--- src/rtl/pld_mc_pkg.sv ---
package pld_mc_pkg;

  typedef enum logic [1:0] {
    MODE_SIMPLE  = 2'b00,
    MODE_COMPLEX = 2'b01,
    MODE_REGD    = 2'b10,
    MODE_ALIAS   = 2'b11
  } mc_mode_e;

  typedef struct packed {
    logic regd;
    logic cplx;
    logic smpl;
  } mode_dec_t;

endpackage

--- src/rtl/pld_mode_decode.sv ---
module pld_mode_decode
  import pld_mc_pkg::*;
(
  input  logic [1:0] mode_sel,
  output mode_dec_t  dec
);

  mc_mode_e m;

  always_comb begin
    m   = mc_mode_e'(mode_sel);
    dec = '0;
    unique case (m)
      MODE_REGD:    dec.regd = 1'b1;
      MODE_COMPLEX: dec.cplx = 1'b1;
      default:      dec.smpl = 1'b1;
    endcase
  end

endmodule

--- src/rtl/pld_clkpin_edge.sv ---
module pld_clkpin_edge (
  input  logic clk,
  input  logic rst,
  input  logic pin,
  output logic rise
);

  logic pin_q;

  // reset to 1 so a pin already high at reset release is not taken as an edge
  always_ff @(posedge clk) begin
    if (rst) pin_q <= 1'b1;
    else     pin_q <= pin;
  end

  assign rise = pin & ~pin_q;

endmodule

--- src/rtl/pld_macrocell.sv ---
module pld_macrocell
  import pld_mc_pkg::*;
#(
  parameter int NPT       = 8,
  parameter bit IS_CENTER = 1'b0
) (
  input  logic           clk,
  input  logic           rst,
  input  mode_dec_t      dec,
  input  logic           clk_rise,
  input  logic           cfg_reg,
  input  logic           cfg_inp,
  input  logic           cfg_inv,
  input  logic [NPT-1:0] pt,
  input  logic           oe_pin_n,
  input  logic           pad_self,
  input  logic           fb_cplx,
  input  logic           fb_smpl,
  output logic           out_nxt,
  output logic           oe_nxt,
  output logic           fb_nxt
);

  localparam int SUM_LO_W = NPT - 1;

  logic sum_all, sum_lo, pt_oe;
  logic mq, mq_nxt, load;

  assign sum_all = |pt;
  assign sum_lo  = |pt[SUM_LO_W-1:0];
  assign pt_oe   = pt[NPT-1];

  assign load   = dec.regd & cfg_reg & ~cfg_inp & clk_rise;
  assign mq_nxt = load ? sum_all : mq;

  always_ff @(posedge clk) begin
    if (rst) mq <= 1'b0;
    else     mq <= mq_nxt;
  end

  always_comb begin
    out_nxt = 1'b0;
    oe_nxt  = 1'b0;
    fb_nxt  = 1'b0;
    if (dec.regd) begin
      if (cfg_inp) begin
        fb_nxt = pad_self;
      end else if (cfg_reg) begin
        out_nxt = ~mq_nxt;
        oe_nxt  = ~oe_pin_n;
        fb_nxt  = mq_nxt;
      end else begin
        out_nxt = sum_lo ^ cfg_inv;
        oe_nxt  = pt_oe;
        fb_nxt  = pad_self;
      end
    end else if (dec.cplx) begin
      out_nxt = sum_lo ^ cfg_inv;
      oe_nxt  = pt_oe;
      fb_nxt  = fb_cplx;
    end else begin
      if (IS_CENTER) begin
        out_nxt = sum_all ^ cfg_inv;
        oe_nxt  = 1'b1;
        fb_nxt  = 1'b0;
      end else if (cfg_inp) begin
        fb_nxt = fb_smpl;
      end else begin
        out_nxt = sum_all ^ cfg_inv;
        oe_nxt  = 1'b1;
        fb_nxt  = fb_smpl;
      end
    end
  end

endmodule

--- src/rtl/pld_mc_array.sv ---
module pld_mc_array
  import pld_mc_pkg::*;
#(
  parameter int NCELL = 8,
  parameter int NPT   = 8
) (
  input  logic               clk,
  input  logic               rst,
  input  logic [1:0]         mode_sel,
  input  logic [NCELL-1:0]   cfg_reg,
  input  logic [NCELL-1:0]   cfg_inp,
  input  logic [NCELL-1:0]   cfg_inv,
  input  logic [NCELL*NPT-1:0] pterm,
  input  logic               cpin,
  input  logic               epin,
  input  logic [NCELL-1:0]   pad_in,
  output logic [NCELL-1:0]   pad_out,
  output logic [NCELL-1:0]   pad_oe,
  output logic [NCELL-1:0]   arr_fb,
  output logic [1:0]         arr_side
);

  localparam int CTR_LO = NCELL/2 - 1;
  localparam int CTR_HI = NCELL/2;
  localparam int LAST   = NCELL - 1;

  mode_dec_t        dec;
  logic             clk_rise;
  logic [NCELL-1:0] out_nxt, oe_nxt, fb_nxt;
  logic [NCELL-1:0] fb_cplx, fb_smpl;
  logic [1:0]       side_nxt;

  pld_mode_decode u_dec (
    .mode_sel (mode_sel),
    .dec      (dec)
  );

  pld_clkpin_edge u_edge (
    .clk  (clk),
    .rst  (rst),
    .pin  (cpin),
    .rise (clk_rise)
  );

  for (genvar c = 0; c < NCELL; c++) begin : g_cell
    // complex-mode feedback: outer cells give their slot to the dedicated pins
    if (c == 0) begin : g_cx_first
      assign fb_cplx[c] = cpin;
    end else if (c == LAST) begin : g_cx_last
      assign fb_cplx[c] = epin;
    end else begin : g_cx_mid
      assign fb_cplx[c] = pad_in[c];
    end

    // simple-mode feedback: taken from the neighbour towards the centre
    if (c < CTR_LO) begin : g_sm_low
      assign fb_smpl[c] = pad_in[c+1];
    end else if (c > CTR_HI) begin : g_sm_high
      assign fb_smpl[c] = pad_in[c-1];
    end else begin : g_sm_ctr
      assign fb_smpl[c] = 1'b0;
    end

    pld_macrocell #(
      .NPT       (NPT),
      .IS_CENTER ((c == CTR_LO) || (c == CTR_HI))
    ) u_mc (
      .clk      (clk),
      .rst      (rst),
      .dec      (dec),
      .clk_rise (clk_rise),
      .cfg_reg  (cfg_reg[c]),
      .cfg_inp  (cfg_inp[c]),
      .cfg_inv  (cfg_inv[c]),
      .pt       (pterm[c*NPT +: NPT]),
      .oe_pin_n (epin),
      .pad_self (pad_in[c]),
      .fb_cplx  (fb_cplx[c]),
      .fb_smpl  (fb_smpl[c]),
      .out_nxt  (out_nxt[c]),
      .oe_nxt   (oe_nxt[c]),
      .fb_nxt   (fb_nxt[c])
    );
  end

  assign side_nxt = dec.smpl ? {epin, cpin} : 2'b00;

  always_ff @(posedge clk) begin
    if (rst) begin
      pad_out  <= '0;
      pad_oe   <= '0;
      arr_fb   <= '0;
      arr_side <= '0;
    end else begin
      pad_out  <= out_nxt;
      pad_oe   <= oe_nxt;
      arr_fb   <= fb_nxt;
      arr_side <= side_nxt;
    end
  end

endmodule

--- config.mk ---
export PLATFORM = sky130hd
export DESIGN_NAME = pld_mc_array
export DESIGN_NICKNAME = d
export VERILOG_FILES = /design/src/rtl/pld_mc_pkg.sv /design/src/rtl/pld_mode_decode.sv /design/src/rtl/pld_clkpin_edge.sv /design/src/rtl/pld_macrocell.sv /design/src/rtl/pld_mc_array.sv
export SDC_FILE = /design/constraint.sdc
export NUM_CORES = 1
export LEC_CHECK = 0
export BUFFER_PORTS_ARGS = -buffer_cell sky130_fd_sc_hd__buf_2
export CELL_PAD_IN_SITES_DETAIL_PLACEMENT = 1
export CELL_PAD_IN_SITES_GLOBAL_PLACEMENT = 1
export CORE_MARGIN = 1.5
export CORE_UTILIZATION = 28
export CTS_CLUSTER_DIAMETER = 40
export DETAILED_ROUTE_END_ITERATION = 8
export GPL_TIMING_DRIVEN = 0
export PLACE_DENSITY_LB_ADDON = 0.1
export SLEW_MARGIN = 20
export SYNTH_ARGS = -nofsm -noshare
export SYNTH_HDL_FRONTEND = slang
export SYNTH_SLANG_ARGS = --single-unit
--- constraint.sdc ---
create_clock -name clk -period 1.7 [get_ports clk]
set_clock_uncertainty 0.15 [all_clocks]
set_input_delay 0.255 -clock clk [delete_from_list [all_inputs] [get_ports clk]]
set_output_delay 0.255 -clock clk [all_outputs]
set_load 0.005 [all_outputs]
# --- After elaboration in Yosys (flattened, before gate mapping) ---
# Cells that the tools add are included.
totals:
  regBits: 35
classes:
  eq_ne: 2
  bitwise: 59
  muxes: 118
  reduce_logical: 17
op_table:
  columns: ["op", "n"]
  rows:
  - ["$mux 1", 118]
  - ["$reduce_or 8->1", 8]
  - ["$reduce_or 7->1", 8]
  - ["$and 1x1->1", 25]
  - ["$not 1->1", 18]
  - ["$xor 1x1->1", 16]
  - ["$reduce_or 3->1", 1]
  - ["$eq 2x1->1 const B", 1]
  - ["$eq 2x2->1 const B", 1]

# --- Depth between registers and ports, before layout ---
# Gate-level depths: netlist (run 1).
logic_depth:
  depth_word: 10
  depth_mapped: 7

# --- Cells and area by module ---
# A second synthesis (run 1) with hierarchy kept.
unflattened:
  hier_cells: 320
  area_unflattened_um2: 2536.2
modules_own_cells:
  columns: ["mod", "cells_each", "seq_area_each_um2", "area_per_inst_um2", "instances"]
  rows:
  - ["pld_macrocell at g_cell[0].u_mc ...", 34, 20.0, 224.0, 6]
  - ["pld_mc_array", 55, 520.5, 706.9, 1]
  - ["pld_macrocell at g_cell[3].u_mc ...", 27, 20.0, 210.2, 2]
  - ["pld_clkpin_edge", 3, 20.0, 32.5, 1]
  - ["pld_mode_decode", 4, 0.0, 32.5, 1]

# --- Worst setup path before layout (run 1) ---
# Ideal clock, no wire load.
synth_path:
  path_type: "in2reg"
  from: "in pterm[10]"
  to: "reg pad_out[1]"
  cell_stages: 5
  setup_ns: 0.085
  arrival_time_ns: 1.571
  required_ns: 1.465
  slack_ns: -0.106
  path_buffers: 0
  cell_sequence: "or4_4 > or2_4 > o41ai_4 > mux2i_2 > o31ai_2"
synth_between:
  elab_chain_len: 6
  elab_cells_between_ends: 11
  cone_classes: "mux (6); bitwise (3); reduce/logical (2)"
synth_rtl:
  columns: ["element", "line_no", "rtl"]
  rows:
  - ["start, declared", "pld_mc_array.sv:13", "input logic [NCELL*NPT-1:0] pterm,"]
  - ["$reduce_or 8->1", "pld_macrocell.sv:29", "assign sum_all = |pt;"]
  - ["$mux 1", "pld_macrocell.sv:34", "assign mq_nxt = load ? sum_all : mq;"]
  - ["$not 1->1", "pld_macrocell.sv:49", "out_nxt = ~mq_nxt;"]
  - ["$mux 1", "pld_macrocell.sv:48", "end else if (cfg_reg) begin"]
  - ["$mux 1", "pld_macrocell.sv:46", "if (cfg_inp) begin"]
  - ["$mux 1 *", "pld_macrocell.sv:45", "if (dec.regd) begin"]
  - ["end signal, assigned", "pld_mc_array.sv:95", "pad_out <= out_nxt;"]
  - ["end, declared", "pld_mc_array.sv:17", "output logic [NCELL-1:0] pad_out,"]
# Every way passes the cells marked *; elsewhere a longest branch is shown, timed or not.
# A chain may end at the register's enable or synchronous reset.

# --- Final worst setup path (run 1) ---
layout_path:
  from: "reg u_edge.pin_q"
  to: "reg arr_fb[5]"
layout_between:
  elab_chain_len: 7
layout_rtl:
  columns: ["element", "line_no", "rtl"]
  rows:
  - ["start, declared", "pld_clkpin_edge.sv:8", "logic pin_q;"]
  - ["start signal, assigned", "pld_clkpin_edge.sv:13", "else pin_q <= pin;"]
  - ["$not 1->1", "pld_clkpin_edge.sv:16", "assign rise = pin & ~pin_q;"]
  - ["$and 1x1->1", "pld_clkpin_edge.sv:16", null]
  - ["$and 1x1->1", "pld_macrocell.sv:33", "assign load = dec.regd & cfg_reg & ~cfg_inp & clk_rise;"]
  - ["$mux 1", "pld_macrocell.sv:34", null]
  - ["$mux 1", "pld_macrocell.sv:48", null]
  - ["$mux 1", "pld_macrocell.sv:46", null]
  - ["$mux 1", "pld_macrocell.sv:45", null]
  - ["end signal, assigned", "pld_mc_array.sv:97", "arr_fb <= fb_nxt;"]
  - ["end, declared", "pld_mc_array.sv:19", "output logic [NCELL-1:0] arr_fb,"]
# No other way between the ends.

==> impl_metrics.yaml, run 1 <==
die:
  coreArea_mm2: 0.00769
  chipWidth_um: 92.1
  die_area_mm2: 0.00848
  io_pins: 128
  row_count: 32
  initial_core_util: 0.289
  die_y_um: 92.1
yosys:
  avgSynthCellArea_um2: 8.72
  ys_ff_latch: 35
  netlist_area_mm2: 0.00222
  netlist_instances: 255
  synth_top_area_share: 0.315
  synth-edff-count: 0
  seq_area_frac_synth: 0.315
  yosysUniqueCellTypes: 49
  async_reset_ff_frac: 0
  synth_fp_nets: 357
  yosys.area.top_type: "dfxtp_1"
  synthTopCellsByArea: "dfxtp_1 (32%), o41ai_4 (6.2%), nor2_1 (5.1%)"
  synth_top_flop_cell: "dfxtp_1"
  yosysWarnings: 0
global_route:
  grt_usage: 0.194
  grt-busiest-layer: "met2"
  grt_overflow_total: 0
  met1_usage: 0.239
  grt_pass1_vias: 2482
  grtUsageMet3: 0.0423
  grt_pass1_wl_um: 12600
  grt_max_degree: 12
  antenna_found_initial: 0
  grt_use_met2: 0.344
placement:
  hpwl_um: 6020
  place_congestion: 0.788
  port_buffers: 126
timing:
  slew_headroom: 0.529
  final-hold-violation-count: 0
  rsz0062_at_grt: "yes"
  tns_ns: -0.367
  tightest_slew_ns: 0.706
  post-route-min-period_ns: 1.79
  period_share: 1.05
  setup_viol: 10
  drv_slew: 0
  setup_ws_ns: -0.0880
  max_freq_mhz: 559
clock_tree:
  htree_levels: 2
  cts.sinks: 35
  numCtsBuffers: 5
  cts.clk_slew.worst_paths_ns: 0.08
  cts-root-buf: "clkbuf_8"
  cts_tree: "yes"
  clkLatencyLatePin_ns: 0.29
  cts.path.max_buffers: 2
setup_path:
  crit_fanout: 5
  reg2regPathDepth: 7
  crit_arrival_ns: 1.85
  worstPathRequired_ns: 1.76
  cp-start-kind: "register"
  r2r-end: "arr_fb[5]$_SDFF_PP0_"
  crit_type: "reg -> reg"
  r2r_start: "u_edge.pin_q$_SDFF_PP1_"
  cp-end-kind: "register"
  rrSetupSlack_ns: -0.09
drt:
  drt_iter0_markers: 74
  wl_um: 8090
  via_per_inst: 5.00
  wl_per_cell_um: 16.2
  drc: 0
  drt_pass1_iterations: 4
  vias: 2503
  ant_nets: 0
final_layout:
  nets: 500
  diodes: 0
  utilization: 0.437
  area_growth_syn_to_layout_pct: 51.2
  drive_gt1_frac: 0.496
  fillerInstances: 966
worst_hold_path:
  hold_class: "in -> reg"
  min_from: "cfg_inp[6]"
  whs_path_depth: 2
  hold_end: "pad_out[6]$_SDFF_PP0_"
pwr:
  p_per_area_mw_per_mm2: 588
  p_leak_uw: 0.00143
  power.total_uw: 1980
  ir_worst_vdd_mv: 0.331
run_status:
  run_status: "complete, but fails checks"
  violations: "setup timing"
job:
  max-cap-violations: 0
==> critical path, stage by stage (launching register included) <==
cell and delay [ns]:
dfxtp_2 0.33, nand4bb_4 0.24, buf_12 0.17, buf_12 0.14
o21bai_2 0.19, o41ai_4 0.12, buf_4 0.15, o31ai_1 0.20
==> synth_stat cells (6+ instances only) <==
library cell / number
xor2_1: 8
nand2b_1: 7
o221ai_1: 6
xnor2_1: 6
a211oi_1: 6
nor2_1: 30
a31oi_1: 6
a21oi_1: 19
o21ai_0: 9
clkbuf_1: 9
o31ai_1: 6
nand2_1: 22
dfxtp_1: 35
==> repair_timing <==
action,in CTS,in global routing
pin swaps,13,2
setup buffers,8,2
hold buffers,0,0
gates cloned,1,0
resized for setup,18,16
endpoints found under the setup margin,32,21
==> cell usage in the layout, fill, tap and decap left out, drive strengths merged, types with 4 or more instances in the layout <==
cell,netlist,routed
a211oi,6,6
a31oi,6,6
o221ai,6,6
nor2b,4,4
nand2b,7,7
nor3,5,5
or2b,4,4
xnor2,6,6
or2,6,6
or4,6,6
clkbuf,9,13
nand2,22,22
xor2,8,8
o21ai,11,11
a21oi,19,19
o21bai,5,5
nand3b,5,5
nor2,30,30
buf,4,141
o41ai,6,6
mux2i,6,6
o31ai,11,11
or3,5,5
dfxtp,35,35
==> sequential cells by signal (all words and copies together) (netlist names) <==
name	cells
arr_fb	8
arr_side	2
g_cell.u_mc.mq	8
pad_oe	8
pad_out	8
u_edge.pin_q	1
==> power breakdown <==
group	switching (uW)	internal, uW
Sequential	10.6	865
Clock	315	280
Combinational	266	237
Total	592	1380
==> how the worst max path moves through the flow <==
stage	from	end	slack, ns
after floorplan	pterm[10]	pad_out[1]$_SDFF_PP0_	-0.11
after global placement	mode_sel[1]	pad_oe[3]$_SDFF_PP0_	-0.54
after detailed placement	mode_sel[1]	pad_oe[2]$_SDFF_PP0_	-0.54
after CTS	pterm[42]	pad_out[5]$_SDFF_PP0_	-0.05
after global routing	pterm[42]	pad_out[5]$_SDFF_PP0_	-0.19
final	u_edge.pin_q$_SDFF_PP1_	arr_fb[5]$_SDFF_PP0_	-0.09
==> layout make-up <==
cell class                 instances  area, um^2  area share
timing repair buffer             137         787       0.234
buffer                            12        63.8      0.0190
clock inverter                     3        15.0     0.00447
clock buffer                       5        68.8      0.0205
sequential                        35         702       0.209
tap                              102         128      0.0380
inverter                           2        7.51     0.00223
multi-input combinational        205        1590       0.473
==> routing by layer <==
| layer | vias to the layer above | share of wire |
|---|---|---|
| met3 | 7 | 0.051 |
| li1 | 1231 | - |
| met5 | - | 0 |
| met1 | 1191 | 0.45 |
| met2 | 74 | 0.49 |
| met4 | 0 | 0.0094 |
==> stage by stage <==
step	hold slack [ns]	instance area [um^2]	setup slack (ns)	cells
after floorplan	0.205	2220	-0.106	255
after global placement	0.356	2980	-0.540	483
after detailed placement	0.356	2980	-0.545	483
after CTS	0.0451	3250	-0.0472	499
after global routing	0.0587	3360	-0.186	501
final	0.0503	3360	-0.0880	501
==> cells by family (layout without fill, tap and decap cells) <==
group,after synthesis,count (layout),share of synthesized area
xor+xnor,14,14,0.0552
mux,6,6,0.0355
flops,35,35,0.315
compound gates,78,78,0.293
buf+inv,15,159,0.0281
simple gates,107,107,0.273
No activity file was read; power rests on OpenSTA's default activity.
==> inputs of run 2 (changes only) <==
--- a/config.mk
+++ b/config.mk
@@ -9,7 +9,7 @@
 export CELL_PAD_IN_SITES_DETAIL_PLACEMENT = 1
 export CELL_PAD_IN_SITES_GLOBAL_PLACEMENT = 1
 export CORE_MARGIN = 1.5
-export CORE_UTILIZATION = 28
+export CORE_UTILIZATION = 31
 export CTS_CLUSTER_DIAMETER = 40
 export DETAILED_ROUTE_END_ITERATION = 8
 export GPL_TIMING_DRIVEN = 0
==> constraint.sdc (replaced) <==
create_clock -name clk -period 1.65 [get_ports clk]
set_clock_uncertainty 0.15 [all_clocks]
set_input_delay 0.2475 -clock clk [delete_from_list [all_inputs] [get_ports clk]]
set_output_delay 0.2475 -clock clk [all_outputs]
set_load 0.005 [all_outputs]
==> run 2 against run 1 <==
The run still ends with setup timing left. Final cell count fell by 1.8%. Highest routed layer unchanged. Wire length hardly changed. Register-to-register slack barely moved. Design area down 3.9%. Total power up 3.2%. Sequential power up 3.0%.
==> impl_metrics.yaml, run 2 (synthesized netlist as in run 1, its figures left out) <==
clock_tree:
  cts_tree: "yes"
  clkLatencyLatePin_ns: 0.29
  cts-root-buf: "clkbuf_8"
  cts_hold_buf: 0
  cts.clk_slew.worst_paths_ns: 0.08
  cts.path.max_buffers: 2
  cts.sinks: 35
  numCtsBuffers: 5
  htree_levels: 2
job:
  max-cap-violations: 0
global_route:
  grt_pass1_wl_um: 12300
  antenna_found_initial: 0
  grt_usage: 0.208
  grt_max_degree: 11
  grt_pass1_vias: 2594
  grt_overflow_total: 0
timing:
  setup_viol: 11
  rsz0062_at_grt: "yes"
  drv_slew: 0
  setup_ws_ns: -0.0914
  final-hold-violation-count: 0
  slew_headroom: 0.555
  post-route-min-period_ns: 1.74
  tns_ns: -0.415
  period_share: 1.06
  max_freq_mhz: 574
  tightest_slew_ns: 0.667
pwr:
  p_sw_frac: 0.302
  power.total_uw: 2040
  seq_power_share: 0.443
  combPwrFrac: 0.247
  p_per_area_mw_per_mm2: 631
  ir_worst_vdd_mv: 0.247
  switching_power_uw: 615
  p_clk_frac: 0.310
  p_leak_uw: 0.00138
  p_int_uw: 1420
drt:
  ant_nets: 0
  wl_per_cell_um: 16.4
  via_per_inst: 5.14
  drt_iter0_markers: 66
  drc: 0
  wl_um: 8090
  vias: 2528
  drt_pass1_iterations: 4
die:
  row_count: 30
  die_y_um: 87.7
  coreArea_mm2: 0.00687
  initial_core_util: 0.324
  io_pins: 128
  die_area_mm2: 0.00769
  chipWidth_um: 87.7
final_layout:
  layout_common_cells: "buf_2 (126), dfxtp_1 (35), nor2_1 (29), nand2_1 (22), a21oi_1 (19)"
  final-seq-area_um2: 701
  nets: 497
  fillerInstances: 860
  multi_input_area_mm2: 0.00153
  drive_gt1_frac: 0.475
  final_common_cell: "buf_2"
  utilization: 0.470
  area_growth_syn_to_layout_pct: 45.3
  fin_area_mm2: 0.00323
  diodes: 0
worst_hold_path:
  hold_class: "in -> reg"
placement:
  place_congestion: 0.757
  place_ws_ns: -0.554
  hpwl_um: 6050
  dpl_cell_area_mm2: 0.00298
  port_buffers: 126
setup_path:
  worstPathRequired_ns: 1.71
  cp-start-kind: "register"
  crit_type: "reg -> reg"
  crit_fanout: 5
  cp-end-kind: "register"
  crit_arrival_ns: 1.80
run_status:
  violations: "setup timing"
  run_status: "complete, but fails checks"
[run 2: changes by cell type in the layout (fill, tap and decap cells not counted), moves of 2 or more]
| cell | before | now |
|---|---|---|
| buf_12 | 3 | 1 |
| buf_6 | 5 | 2 |
| nor2_1 | 26 | 29 |
| buf_2 | 124 | 126 |
| o21bai_4 | 4 | 2 |
| o21bai_1 | 0 | 2 |
| clkbuf_2 | 0 | 2 |
| nor2_2 | 3 | 0 |
| clkinv_2 | 3 | 1 |
[run 2: worst max-delay path: stages (launching register included)]
cell and delay [ns]:
dfxtp_1 0.32, nand4bb_4 0.27, buf_4 0.20, o41ai_4 0.40, mux2i_2 0.13, o31ai_2 0.19
[run 2: area by class of cell]
type / count / area share
Timing Repair Buffer: 134 / 0.223
Inverter: 2 / 0.00232
Clock buffer: 7 / 0.0236
Clock inverter: 1 / 0.00155
Sequential cell: 35 / 0.217
Buffer: 12 / 0.0205
Multi-Input combinational cell: 205 / 0.475
Tap cell: 96 / 0.0372
[run 2: final timing paths]
check                                                  start                           end  slack, ns  depth (start not counted)
worst max-delay path                 u_edge.pin_q$_SDFF_PP1_         pad_out[7]$_SDFF_PP0_      -0.09                          5
worst min-delay path                              cfg_inp[6]         pad_out[6]$_SDFF_PP0_       0.03                          2
worst max register to register       u_edge.pin_q$_SDFF_PP1_         pad_out[7]$_SDFF_PP0_      -0.09                          5
worst min register to register  g_cell[0].u_mc.mq$_SDFF_PP0_  g_cell[0].u_mc.mq$_SDFF_PP0_       0.41                          2
[run 2: through the flow]
stage          hold slack [ns]  std cells
2_1_floorplan            0.198        255
3_3_place_gp             0.342        477
3_5_place_dp             0.341        477
4_1_cts                 0.0268        490
5_1_grt                 0.0379        492
6_report                0.0343        492
[run 2: routing by layer]
metal	track usage	vias up	wire length, um
li1	-	1230	-
met1	0.250	1201	3560
met2	0.373	85	4000
met3	0.0368	12	384
met4	0.0707	0	142
met5	0	-	0
[run 2: repair_timing]
action | CTS | global route
gates cloned | 0 | 1
buffers inserted | 6 | 1
hold endpoints to repair | 0 | 0
endpoints found under the setup margin | 32 | 19
pin swaps | 8 | 2
resized for setup | 11 | 11
[run 2: power groups by stage]
| stage | clock [uW] | combinational (uW) | sequential [uW] |
|---|---|---|---|
| final | 632 | 504 | 902 |
| after global routing | 667 | 554 | 906 |
| after CTS | 636 | 496 | 903 |
| after detailed placement | 0 | 483 | 922 |
| after global placement | 0 | 473 | 921 |
| after floorplan | 0 | 208 | 929 |
